## src/rtl/pic_pkg.sv

```systemverilog
package pic_pkg;
   localparam int VEC_W  = 8;
   localparam int ADDR_W = 8;
   localparam int DATA_W = 8;
   typedef logic [VEC_W-1:0]  vec_t;
   typedef logic [ADDR_W-1:0] addr_t;
   typedef logic [DATA_W-1:0] data_t;
endpackage

```

## src/rtl/pic_prio_enc.sv

```systemverilog
module pic_prio_enc #(
   parameter int N_IN = 8,
   localparam int LW  = (N_IN > 1) ? $clog2(N_IN) : 1
) (
   input  logic [N_IN-1:0] req,
   output logic            any,
   output logic [LW-1:0]   lvl
);
   // lowest set index wins: scan from the top so the last hit is the lowest
   always_comb begin
      any = 1'b0;
      lvl = '0;
      for (int i = N_IN - 1; i >= 0; i--) begin
         if (req[i]) begin
            any = 1'b1;
            lvl = i[LW-1:0];
         end
      end
   end
endmodule

```

## src/rtl/pic_slice.sv

```systemverilog
module pic_slice
   import pic_pkg::*;
#(
   parameter int   N_IN  = 8,
   parameter vec_t VBASE = 8'h08,
   localparam int  LW    = (N_IN > 1) ? $clog2(N_IN) : 1
) (
   input  logic            clk,
   input  logic            rst_n,
   input  logic [N_IN-1:0] req,
   input  logic            wr_en,
   input  logic [N_IN-1:0] wdata,
   output logic [N_IN-1:0] mask_q,
   output logic            any,
   output logic [LW-1:0]   lvl,
   output vec_t            vec
);
   if (N_IN < 2 || N_IN > DATA_W) begin : g_bad_width
      $error("pic_slice: N_IN must lie between 2 and the register data width");
   end
   if (LW >= VEC_W) begin : g_bad_lw
      $error("pic_slice: level field does not fit the vector");
   end

   logic [N_IN-1:0] live;

   always_ff @(posedge clk or negedge rst_n) begin
      if (!rst_n)     mask_q <= '1;
      else if (wr_en) mask_q <= wdata;
   end

   assign live = req & ~mask_q;

   pic_prio_enc #(.N_IN(N_IN)) u_enc (
      .req (live),
      .any (any),
      .lvl (lvl)
   );

   assign vec = VBASE + {{(VEC_W-LW){1'b0}}, lvl};

   assert_mask_write_R2: assert property (@(posedge clk) disable iff (!rst_n)
      wr_en |=> mask_q == $past(wdata));

   assert_winner_live_R3: assert property (@(posedge clk) disable iff (!rst_n)
      any |-> (req[lvl] && !mask_q[lvl]));

   assert_lowest_wins_R6: assert property (@(posedge clk) disable iff (!rst_n)
      any |-> ((req & ~mask_q & ((N_IN'(1) << lvl) - N_IN'(1))) == '0));

   assert_idle_none_R4: assert property (@(posedge clk) disable iff (!rst_n)
      !any |-> ((req & ~mask_q) == '0));
endmodule

```

## src/rtl/prio_irq_cascade.sv

```systemverilog
module prio_irq_cascade
   import pic_pkg::*;
#(
   parameter int    SLICE_W   = 8,
   parameter int    CASC_IN   = 2,
   parameter addr_t PRI_ADDR  = 8'h21,
   parameter addr_t SEC_ADDR  = 8'hA1,
   parameter vec_t  PRI_VBASE = 8'h08,
   parameter vec_t  SEC_VBASE = 8'h70,
   localparam int   N_REQ     = 2 * SLICE_W,
   localparam int   LW        = $clog2(SLICE_W)
) (
   input  logic             clk,
   input  logic             rst_n,
   input  logic [N_REQ-1:0] irq_req,
   input  logic [7:0]       reg_addr,
   input  logic             reg_wr,
   input  logic [7:0]       reg_wdata,
   output logic [7:0]       reg_rdata,
   input  logic             ien_set,
   input  logic             ien_clr,
   output logic             int_out,
   input  logic             int_ack,
   output logic [7:0]       vec_out
);
   if (CASC_IN < 0 || CASC_IN >= SLICE_W) begin : g_bad_casc
      $error("prio_irq_cascade: cascade input outside the primary slice");
   end
   if (PRI_ADDR == SEC_ADDR) begin : g_bad_addr
      $error("prio_irq_cascade: register addresses collide");
   end

   localparam logic [SLICE_W-1:0] SLOT = SLICE_W'(1) << CASC_IN;

   logic [SLICE_W-1:0] sec_mask, pri_mask, pri_req;
   logic               sec_any, pri_any;
   logic [LW-1:0]      sec_lvl, pri_lvl;
   vec_t               sec_vec, pri_vec;
   logic               pri_wr, sec_wr;
   logic               ien_q;
   vec_t               vec_q;

   assign pri_wr = reg_wr && (reg_addr == PRI_ADDR);
   assign sec_wr = reg_wr && (reg_addr == SEC_ADDR);

   pic_slice #(.N_IN(SLICE_W), .VBASE(SEC_VBASE)) u_sec (
      .clk    (clk),
      .rst_n  (rst_n),
      .req    (irq_req[N_REQ-1:SLICE_W]),
      .wr_en  (sec_wr),
      .wdata  (reg_wdata[SLICE_W-1:0]),
      .mask_q (sec_mask),
      .any    (sec_any),
      .lvl    (sec_lvl),
      .vec    (sec_vec)
   );

   // the cascade slot carries the secondary slice, its own line is dropped
   assign pri_req = (irq_req[SLICE_W-1:0] & ~SLOT) | (sec_any ? SLOT : '0);

   pic_slice #(.N_IN(SLICE_W), .VBASE(PRI_VBASE)) u_pri (
      .clk    (clk),
      .rst_n  (rst_n),
      .req    (pri_req),
      .wr_en  (pri_wr),
      .wdata  (reg_wdata[SLICE_W-1:0]),
      .mask_q (pri_mask),
      .any    (pri_any),
      .lvl    (pri_lvl),
      .vec    (pri_vec)
   );

   always_ff @(posedge clk or negedge rst_n) begin
      if (!rst_n)       ien_q <= 1'b0;
      else if (ien_clr) ien_q <= 1'b0;
      else if (ien_set) ien_q <= 1'b1;
   end

   always_ff @(posedge clk or negedge rst_n) begin
      if (!rst_n)
         vec_q <= '0;
      else if (int_ack && pri_any)
         vec_q <= (pri_lvl == LW'(CASC_IN)) ? sec_vec : pri_vec;
   end

   always_comb begin
      reg_rdata = '0;
      if (reg_addr == PRI_ADDR)      reg_rdata = 8'(pri_mask);
      else if (reg_addr == SEC_ADDR) reg_rdata = 8'(sec_mask);
   end

   assign int_out = ien_q & pri_any;
   assign vec_out = vec_q;

   assert_int_has_source_R4: assert property (@(posedge clk) disable iff (!rst_n)
      int_out |-> (irq_req != '0));

   assert_clr_drops_int_R5: assert property (@(posedge clk) disable iff (!rst_n)
      ien_clr |=> !int_out);

   assert_vec_hold_R9: assert property (@(posedge clk) disable iff (!rst_n)
      !int_ack |=> $stable(vec_out));

   assert_vec_range_R8: assert property (@(posedge clk) disable iff (!rst_n)
      (int_ack && pri_any) |=>
         ((vec_out >= PRI_VBASE && vec_out < PRI_VBASE + 8'(SLICE_W)) ||
          (vec_out >= SEC_VBASE && vec_out < SEC_VBASE + 8'(SLICE_W))));

   assert_slot_blocks_R7: assert property (@(posedge clk) disable iff (!rst_n)
      (pri_mask[CASC_IN] && (irq_req[SLICE_W-1:0] & ~pri_mask & ~SLOT) == '0) |-> !pri_any);
endmodule

```

## config.mk

```make
export PLATFORM = sky130hd
export DESIGN_NAME = prio_irq_cascade
export DESIGN_NICKNAME = d
export VERILOG_FILES = /design/src/rtl/pic_pkg.sv /design/src/rtl/pic_prio_enc.sv /design/src/rtl/pic_slice.sv /design/src/rtl/prio_irq_cascade.sv
export SDC_FILE = /design/constraint.sdc
export NUM_CORES = 1
export LEC_CHECK = 0
export BUFFER_PORTS_ARGS = -buffer_cell sky130_fd_sc_hd__buf_2
export CORE_ASPECT_RATIO = 1.4
export CORE_MARGIN = 8
export CORE_UTILIZATION = 50
export CTS_CLUSTER_SIZE = 10
export DETAILED_ROUTE_END_ITERATION = 6
export GPL_ROUTABILITY_DRIVEN = 0
export PLACE_DENSITY = 0.92
export SYNTH_ARGS = -nofsm -noshare
export SYNTH_HDL_FRONTEND = slang
export SYNTH_SLANG_ARGS = --single-unit
```

## constraint.sdc

```tcl
create_clock -name clk -period 4.7 [get_ports clk]
set_clock_uncertainty 0.2 [all_clocks]
set_input_delay 0.47 -clock clk [delete_from_list [all_inputs] [get_ports clk]]
set_output_delay 0.47 -clock clk [all_outputs]
set_load 0.02 [all_outputs]
```

==> results.md, run 1 <==
- Worst Hold Class: in -> reg
- Most frequent cells in the layout: buf_2 (52), mux2_2 (16), dfstp_2 (16)
- ANT cells: 0
- P&R area growth vs syn: 25.3%
- Area leader, netlist: dfstp_2
- Reg2Reg Setup Slack: 2.59 ns
- Rows: 21
- Mapped Nets: 152
- Post-synthesis sequential area ratio: 44.9%
- Post-Synth XOR/XNOR Area: 0%
- Mux share of post-synthesis cell area: 15.4%
- CTS tree: done
- FFs w/ async S/R, synth: 100%
- Simple-Gate Fraction of Synth Area: 20.2%
- WHS Path Cells: 2
- IO Pins: 55
- Num CTS Buffers: 3
- Cts repair resizes: 0
- Status: completed
- Vias in the first global route: 1208
- Tmin final: 2.73 ns
- CP delay by family, top: flip-flops
- Drc violations: 0
- Count of clock tree sinks: 22
- Fin crit share: 58.1%
- Unrepaired setup endpoints after global routing: false
- Routed WL per cell: 15.3 um
- GRT Resource Usage Total: 14.1%
- Max VDD drop: 0.226 mV
- F_max: 366 MHz
- Crit-path max FO: 5
- Synth top area cells: dfstp_2 (33%), mux2_2 (14%), dfrtp_1 (12%)
- Reg2reg path depth: 6
- Synth warn: 0
- Bufs and invs on worst path: 1
- Post-Synthesis Cells: 114
- Area share of the largest cell type after synthesis: 33.1%
- Layout cell share with drive strength beyond 1: 58.7%
- Antenna violations before repair: 0
- Cells along the critical path: nor2b_1, a2111oi_4, a21oi_2, nor3_4, and2b_1, buf_2
- Worst Setup SP: u_sec.mask_q[4]
- DR vias: 1085
- Clock-pin transition on the worst setup and hold timing paths: 0.13 ns
- Routed Antenna Nets: 0
- Critical Path Source Type: flop
- Buffers on Ports: 52
- Global-route wire length before repair: 4880 um
- Root Buffer: clkbuf_4
- Netlist cell types: 37
- Die Ht: 75.6 um
- Pleak: 0.000744 uW
- Clock latency on the worst-skew pair: 0.31 ns
- Critical Path Sink: int_out
- Reg-to-reg startpoint: u_sec.mask_q[4]
- Commonest register cell after synthesis: dfstp_2
- Detailed Routing Iterations Pass 1: 4
- Post-Syn Area: 0.00127 mm^2
- Critical Path Slowest Stage Cell: dfstp_2
- Pwr Density: 244 mW/mm^2
- Starting Density: 53.1%
- Synth Area in Compound Gates: 15.6%
- Largest family of logic cells by synthesized area: simple AND/OR/NAND/NOR gates
- Final-report max-slew violation count: 0
- Critical Path Sink Type: output pin
- CP max stage delay: 0.56 ns
- Bufs on Longest Clock Path: 2
- Detailed Place HPWL: 2510 um
- RR Endpoint: vec_out[0]
- Synthesized flop and latch total: 22
- GRT overflow: 0
- Final wirelength: 3070 um
- Syn Area/Cell: 11.1 um^2
- Final setup fails: 0
- Crit path DAT: 2.06 ns
- Via density: 5.40
- Post-synth EDFFs: 0
- Commonest non-fill, non-tap cell in the layout: buf_2
- CP required: 4.03 ns
- Maximum Capacitance Violations: 0
- Core Area: 0.00239 mm^2
- Fin util: 66.6%
- Inst Count DP: 196
- Count of final hold-check violations: 0
- Nets@finish: 206
- Die W: 58.6 um
- Setup TNS: 0 ns
- Hold slack: 0.0814 ns
- Initial DRC Count: 33
- Cell Count, Final, Fillers Out: 201
- Critical path class: reg -> out
- Synth Area in Adders: 0%
- H-tree levels: 1
- Die Area: 0.00443 mm^2
- Largest net degree at the start of global routing: 23
- Crit. path cell count: 6
cell usage after synthesis, types with 2 or more instances:
| cell | n |
|---|---|
| nor3b_1 | 2 |
| inv_1 | 4 |
| dfstp_2 | 16 |
| dfrtp_1 | 6 |
| mux2_2 | 16 |
| a21oi_1 | 4 |
| nand3_1 | 2 |
| a22o_1 | 8 |
| nor2b_1 | 14 |
| nor2_1 | 6 |
| buf_4 | 3 |
| o21ai_0 | 2 |
| nand2_2 | 2 |
| nor4b_1 | 2 |
| nor3_1 | 4 |
| nand2_1 | 2 |
metal layers:
layer | track usage [%] | wire length [um] | vias to the layer above
met3 | 5.07 | 264 | 5
met4 | 4.00 | 25 | 0
met1 | 13.9 | 1130 | 526
met5 | 0 | 0 | -
met2 | 27.1 | 1660 | 43
li1 | - | - | 511
registers in the layout, summed over array words and instances, names as in the netlist:
name	cells
ien_q	1
u_sec.mask_q	8
u_pri.mask_q	8
vec_out	5
kinds of logic (layout without fill, tap and decap cells):
logic type / Yosys count / count (layout)
AO/OA/AOI/OAI: 24 / 24
buffers and inverters: 9 / 62
flip-flops: 22 / 22
multiplexers: 17 / 17
other: 1 / 1
AND/OR/NAND/NOR: 41 / 41
what timing repair did:
item | in CTS | in global routing
hold buffers | 1 | 0
buffers inserted | 0 | 0
endpoints found under the hold margin | 6 | 0
layout make-up:
cell class                 count  area (um^2)
clock buffer                   4         36.3
fill                         196          800
timing repair buffer          53          270
tap                           34         42.5
inverter                       5         18.8
sequential                    22          571
multi-input combinational     83          653
power breakdown:
group	switching [uW]	leakage, uW	total [uW]	internal [uW]
registers	7.90	0.000240	213	205
clock network	57.6	0.0000210	105	47.4
logic	37.5	0.000483	70.1	32.5
stage by stage:
step                      total power, uW  area (um^2)  worst slack [ns]
after floorplan                       256         1270              2.46
after global placement                283         1550              2.20
after detailed placement              286         1550              2.20
after CTS                             391         1590              1.97
after global routing                  407         1590              1.86
final                                 388         1590              1.97
worst min path at each step:
stage / start / endpoint
after floorplan: rst_n / ien_q
after global placement: rst_n / ien_q
after detailed placement: rst_n / ien_q
after CTS: ien_clr / ien_q
after global routing: ien_clr / ien_q
final: ien_clr / ien_q
(Power assumes the default switching activity.)
==> run 2: changes to the inputs <==
ABC_AREA = 1   (was unset)
CORE_UTILIZATION = 47   (was 50)
PLACE_DENSITY = 0.87   (was 0.92)
clock period = 2.6 ns   (was 4.7 ns; I/O delays follow)
==> results.md, run 2 <==
- F_max: 446 MHz
- Final wirelength: 3340 um (was 3070 um)
- Crit path DAT: 1.78 ns (was 2.06 ns)
- Post-synth EDFFs: 0 (unchanged)
- Commonest register cell after synthesis: dfstp_2 (unchanged)
- Critical Path Source Type: flop (unchanged)
- Rows: 22 (was 21)
- Via density: 4.78 (was 5.40)
- Initial DRC Count: 21 (was 33)
- Post-Synthesis Cells: 171 (was 114)
- Tmin final: 2.24 ns
- Area share of the largest cell type after synthesis: 33.1% (about the same)
- DR vias: 1287 (was 1085)
- CTS tree: done (unchanged)
- Routed Antenna Nets: 0 (unchanged)
- Count of final hold-check violations: 0 (unchanged)
- FFs w/ async S/R, synth: 100% (unchanged)
- Maximum Capacitance Violations: 0 (unchanged)
- Count of clock tree sinks: 22 (unchanged)
- WHS Path Cells: 4 (was 2)
- Synth cell count leaders: nand2_1 (60), inv_1 (24), o21ai_0 (19) (was dfstp_2 (16), mux2_2 (16), nor2b_1 (14))
- Fin util: 64.8% (was 66.6%)
- Layout cell share with drive strength beyond 1: 33.5% (was 58.7%)
- GRT overflow: 0 (unchanged)
- Starting Density: 49.1% (was 53.1%)
- Most frequent cells in the layout: nand2_1 (60), buf_2 (52), inv_1 (24) (was buf_2 (52), mux2_2 (16), dfstp_2 (16))
- Status: completed (unchanged)
- Netlist cell types: 21 (was 37)
- Crit-path max FO: 4 (was 5)
- Routed WL per cell: 12.4 um (was 15.3 um)
- Die Ht: 77.5 um (was 75.6 um)
- Antenna violations before repair: 0 (unchanged)
- GRT Resource Usage Total: 15.1% (was 14.1%)
- CP required: 2.14 ns (was 4.03 ns)
- Nets@finish: 272 (was 206)
- Clock-pin transition on the worst setup and hold timing paths: 0.12 ns (was 0.13 ns)
- Worst Hold Class: in -> reg (unchanged)
- Die Area: 0.00465 mm^2 (was 0.00443 mm^2)
- Critical Path Sink Type: output pin (unchanged)
- Synth top area cells: dfstp_2 (33%), nand2_1 (18%), dfrtp_1 (12%) (was dfstp_2 (33%), mux2_2 (14%), dfrtp_1 (12%))
- Num CTS Buffers: 3 (unchanged)
- IO Pins: 55 (unchanged)
- Mapped Nets: 209 (was 152)
- Fill count: 261 (was 196)
- Hold EP: vec_out[1] (was ien_q)
- Pleak: 0.000965 uW (was 0.000744 uW)
- Die W: 60.0 um (was 58.6 um)
- Fin crit share: 86.2%
- Postcts setup bufs: 0 (unchanged)
- H-tree levels: 1 (unchanged)
- Synthesized flop and latch total: 22 (unchanged)
- Detailed Place HPWL: 2620 um (was 2510 um)
- Post-Syn Area: 0.00127 mm^2 (about the same)
- Critical path class: reg -> out (unchanged)
- Most common cell in the netlist: nand2_1
- Hold wc startpoint: int_ack (was ien_clr)
- Bufs on Longest Clock Path: 2 (unchanged)
- Post-synthesis sequential area ratio: 44.9% (about the same)
- Root Buffer: clkbuf_4 (unchanged)
- ANT cells: 0 (unchanged)
- Vias in the first global route: 1390 (was 1208)
- Clock latency on the worst-skew pair: 0.31 ns (about the same)
- RR Endpoint: vec_out[0] (unchanged)
- P&R area growth vs syn: 32.0% (was 25.3%)
- Synth warn: 0 (unchanged)
- Unrepaired setup endpoints after global routing: false (unchanged)
- Buffers on Ports: 52 (unchanged)
- Area leader, netlist: dfstp_2 (unchanged)
- Reg-to-reg startpoint: u_sec.mask_q[6] (was u_sec.mask_q[4])
- Syn Area/Cell: 7.43 um^2 (was 11.1 um^2)
- Max VDD drop: 0.332 mV (was 0.226 mV)
- Setup TNS: 0 ns (unchanged)
- Global-route wire length before repair: 5680 um (was 4880 um)
- Drc violations: 0 (unchanged)
- Reg2reg path depth: 12 (was 6)
- Reg2Reg Setup Slack: 0.71 ns (was 2.59 ns)
- Core Area: 0.00259 mm^2 (was 0.00239 mm^2)
- Detailed Routing Iterations Pass 1: 5 (was 4)
- Pwr Density: 544 mW/mm^2 (was 244 mW/mm^2)
- Final-report max-slew violation count: 0 (unchanged)
- Final setup fails: 0 (unchanged)
- Commonest non-fill, non-tap cell in the layout: nand2_1 (was buf_2)
- Largest net degree at the start of global routing: 23 (unchanged)
-- run 2: cell types whose count changed after synthesis, sizes merged, moves of 8 or more --
| cell | delta |
|---|---|
| o21ai | +16 |
| mux2 | -17 |
| inv | +19 |
| nor2 | +9 |
| nand2 | +57 |
| a22o | -8 |
| nor2b | -15 |
-- run 2: per-stage QoR --
step                      total power, uW  instances  setup WS (ns)  hold slack, ns  area (um^2)
after floorplan                       624        171          0.924          -0.236         1270
after global placement                710        254          0.706          0.0393         1530
after detailed placement              719        254          0.628          0.0498         1530
after CTS                             920        269          0.356          0.0654         1680
after global routing                  977        269          0.205          0.0917         1680
final                                 912        269          0.360          0.0686         1680
-- run 2: area by class of cell --
class	instances	area, um^2	share of cell area, %
multi-input cells	120	566	33.7
inverters	24	90.1	5.37
clock buffers	4	36.3	2.16
repair buffers	63	370	22.1
flip-flops and latches	22	571	34.0
well taps	36	45.0	2.68
-- run 2: power breakdown --
part / leakage, uW / internal [uW] / switching [uW] / total [uW]
registers: 0.000244 / 411 / 22.0 / 432
logic: 0.000700 / 109 / 181 / 290
clock network: 0.0000210 / 85.5 / 104 / 189
total: 0.000965 / 605 / 307 / 912
-- run 2: repair_timing --
action,4_1_cts,5_1_grt
hold buffers,11,0
hold endpoints to repair,23,0
gates resized for setup,0,0
-- run 2: worst max-delay path, cell delays in order, from the launching register on --
cell	delay, ns
dfstp_2	0.53
inv_1	0.06
nand2_1	0.10
nand2_1	0.06
nor2_1	0.14
nand2_1	0.06
nand2_1	0.11
nand3_1	0.13
nand2_1	0.08
inv_1	0.04
buf_2	0.15
-- run 2: logic make-up (layout without fill, tap and decap cells) --
logic type             after synthesis  in the layout  synth area share, %
other                                1              1                0.295
AOI/OAI and AO/OA                   33             33                 14.2
and+or+nand+nor                     86             86                 30.0
DFF                                 22             22                 44.9
buffers and inverters               29             91                 10.6
-- run 2: worst max-delay path by stage --
stage / to / slack (ns) / from
floorplan: reg_rdata[0] / 0.92 / reg_addr[4]
global placement: reg_rdata[1] / 0.71 / reg_addr[4]
detailed placement: reg_rdata[1] / 0.63 / reg_addr[4]
CTS: int_out / 0.36 / u_sec.mask_q[3]
global route: int_out / 0.20 / u_sec.mask_q[6]
finish: int_out / 0.36 / u_sec.mask_q[6]
-- run 2: per-layer routing --
metal	track usage, %	part of all wire, %
met1	15.6	39
met3	1.82	5.7
met4	6.47	2.2
met5	0	0
met2	28.5	53
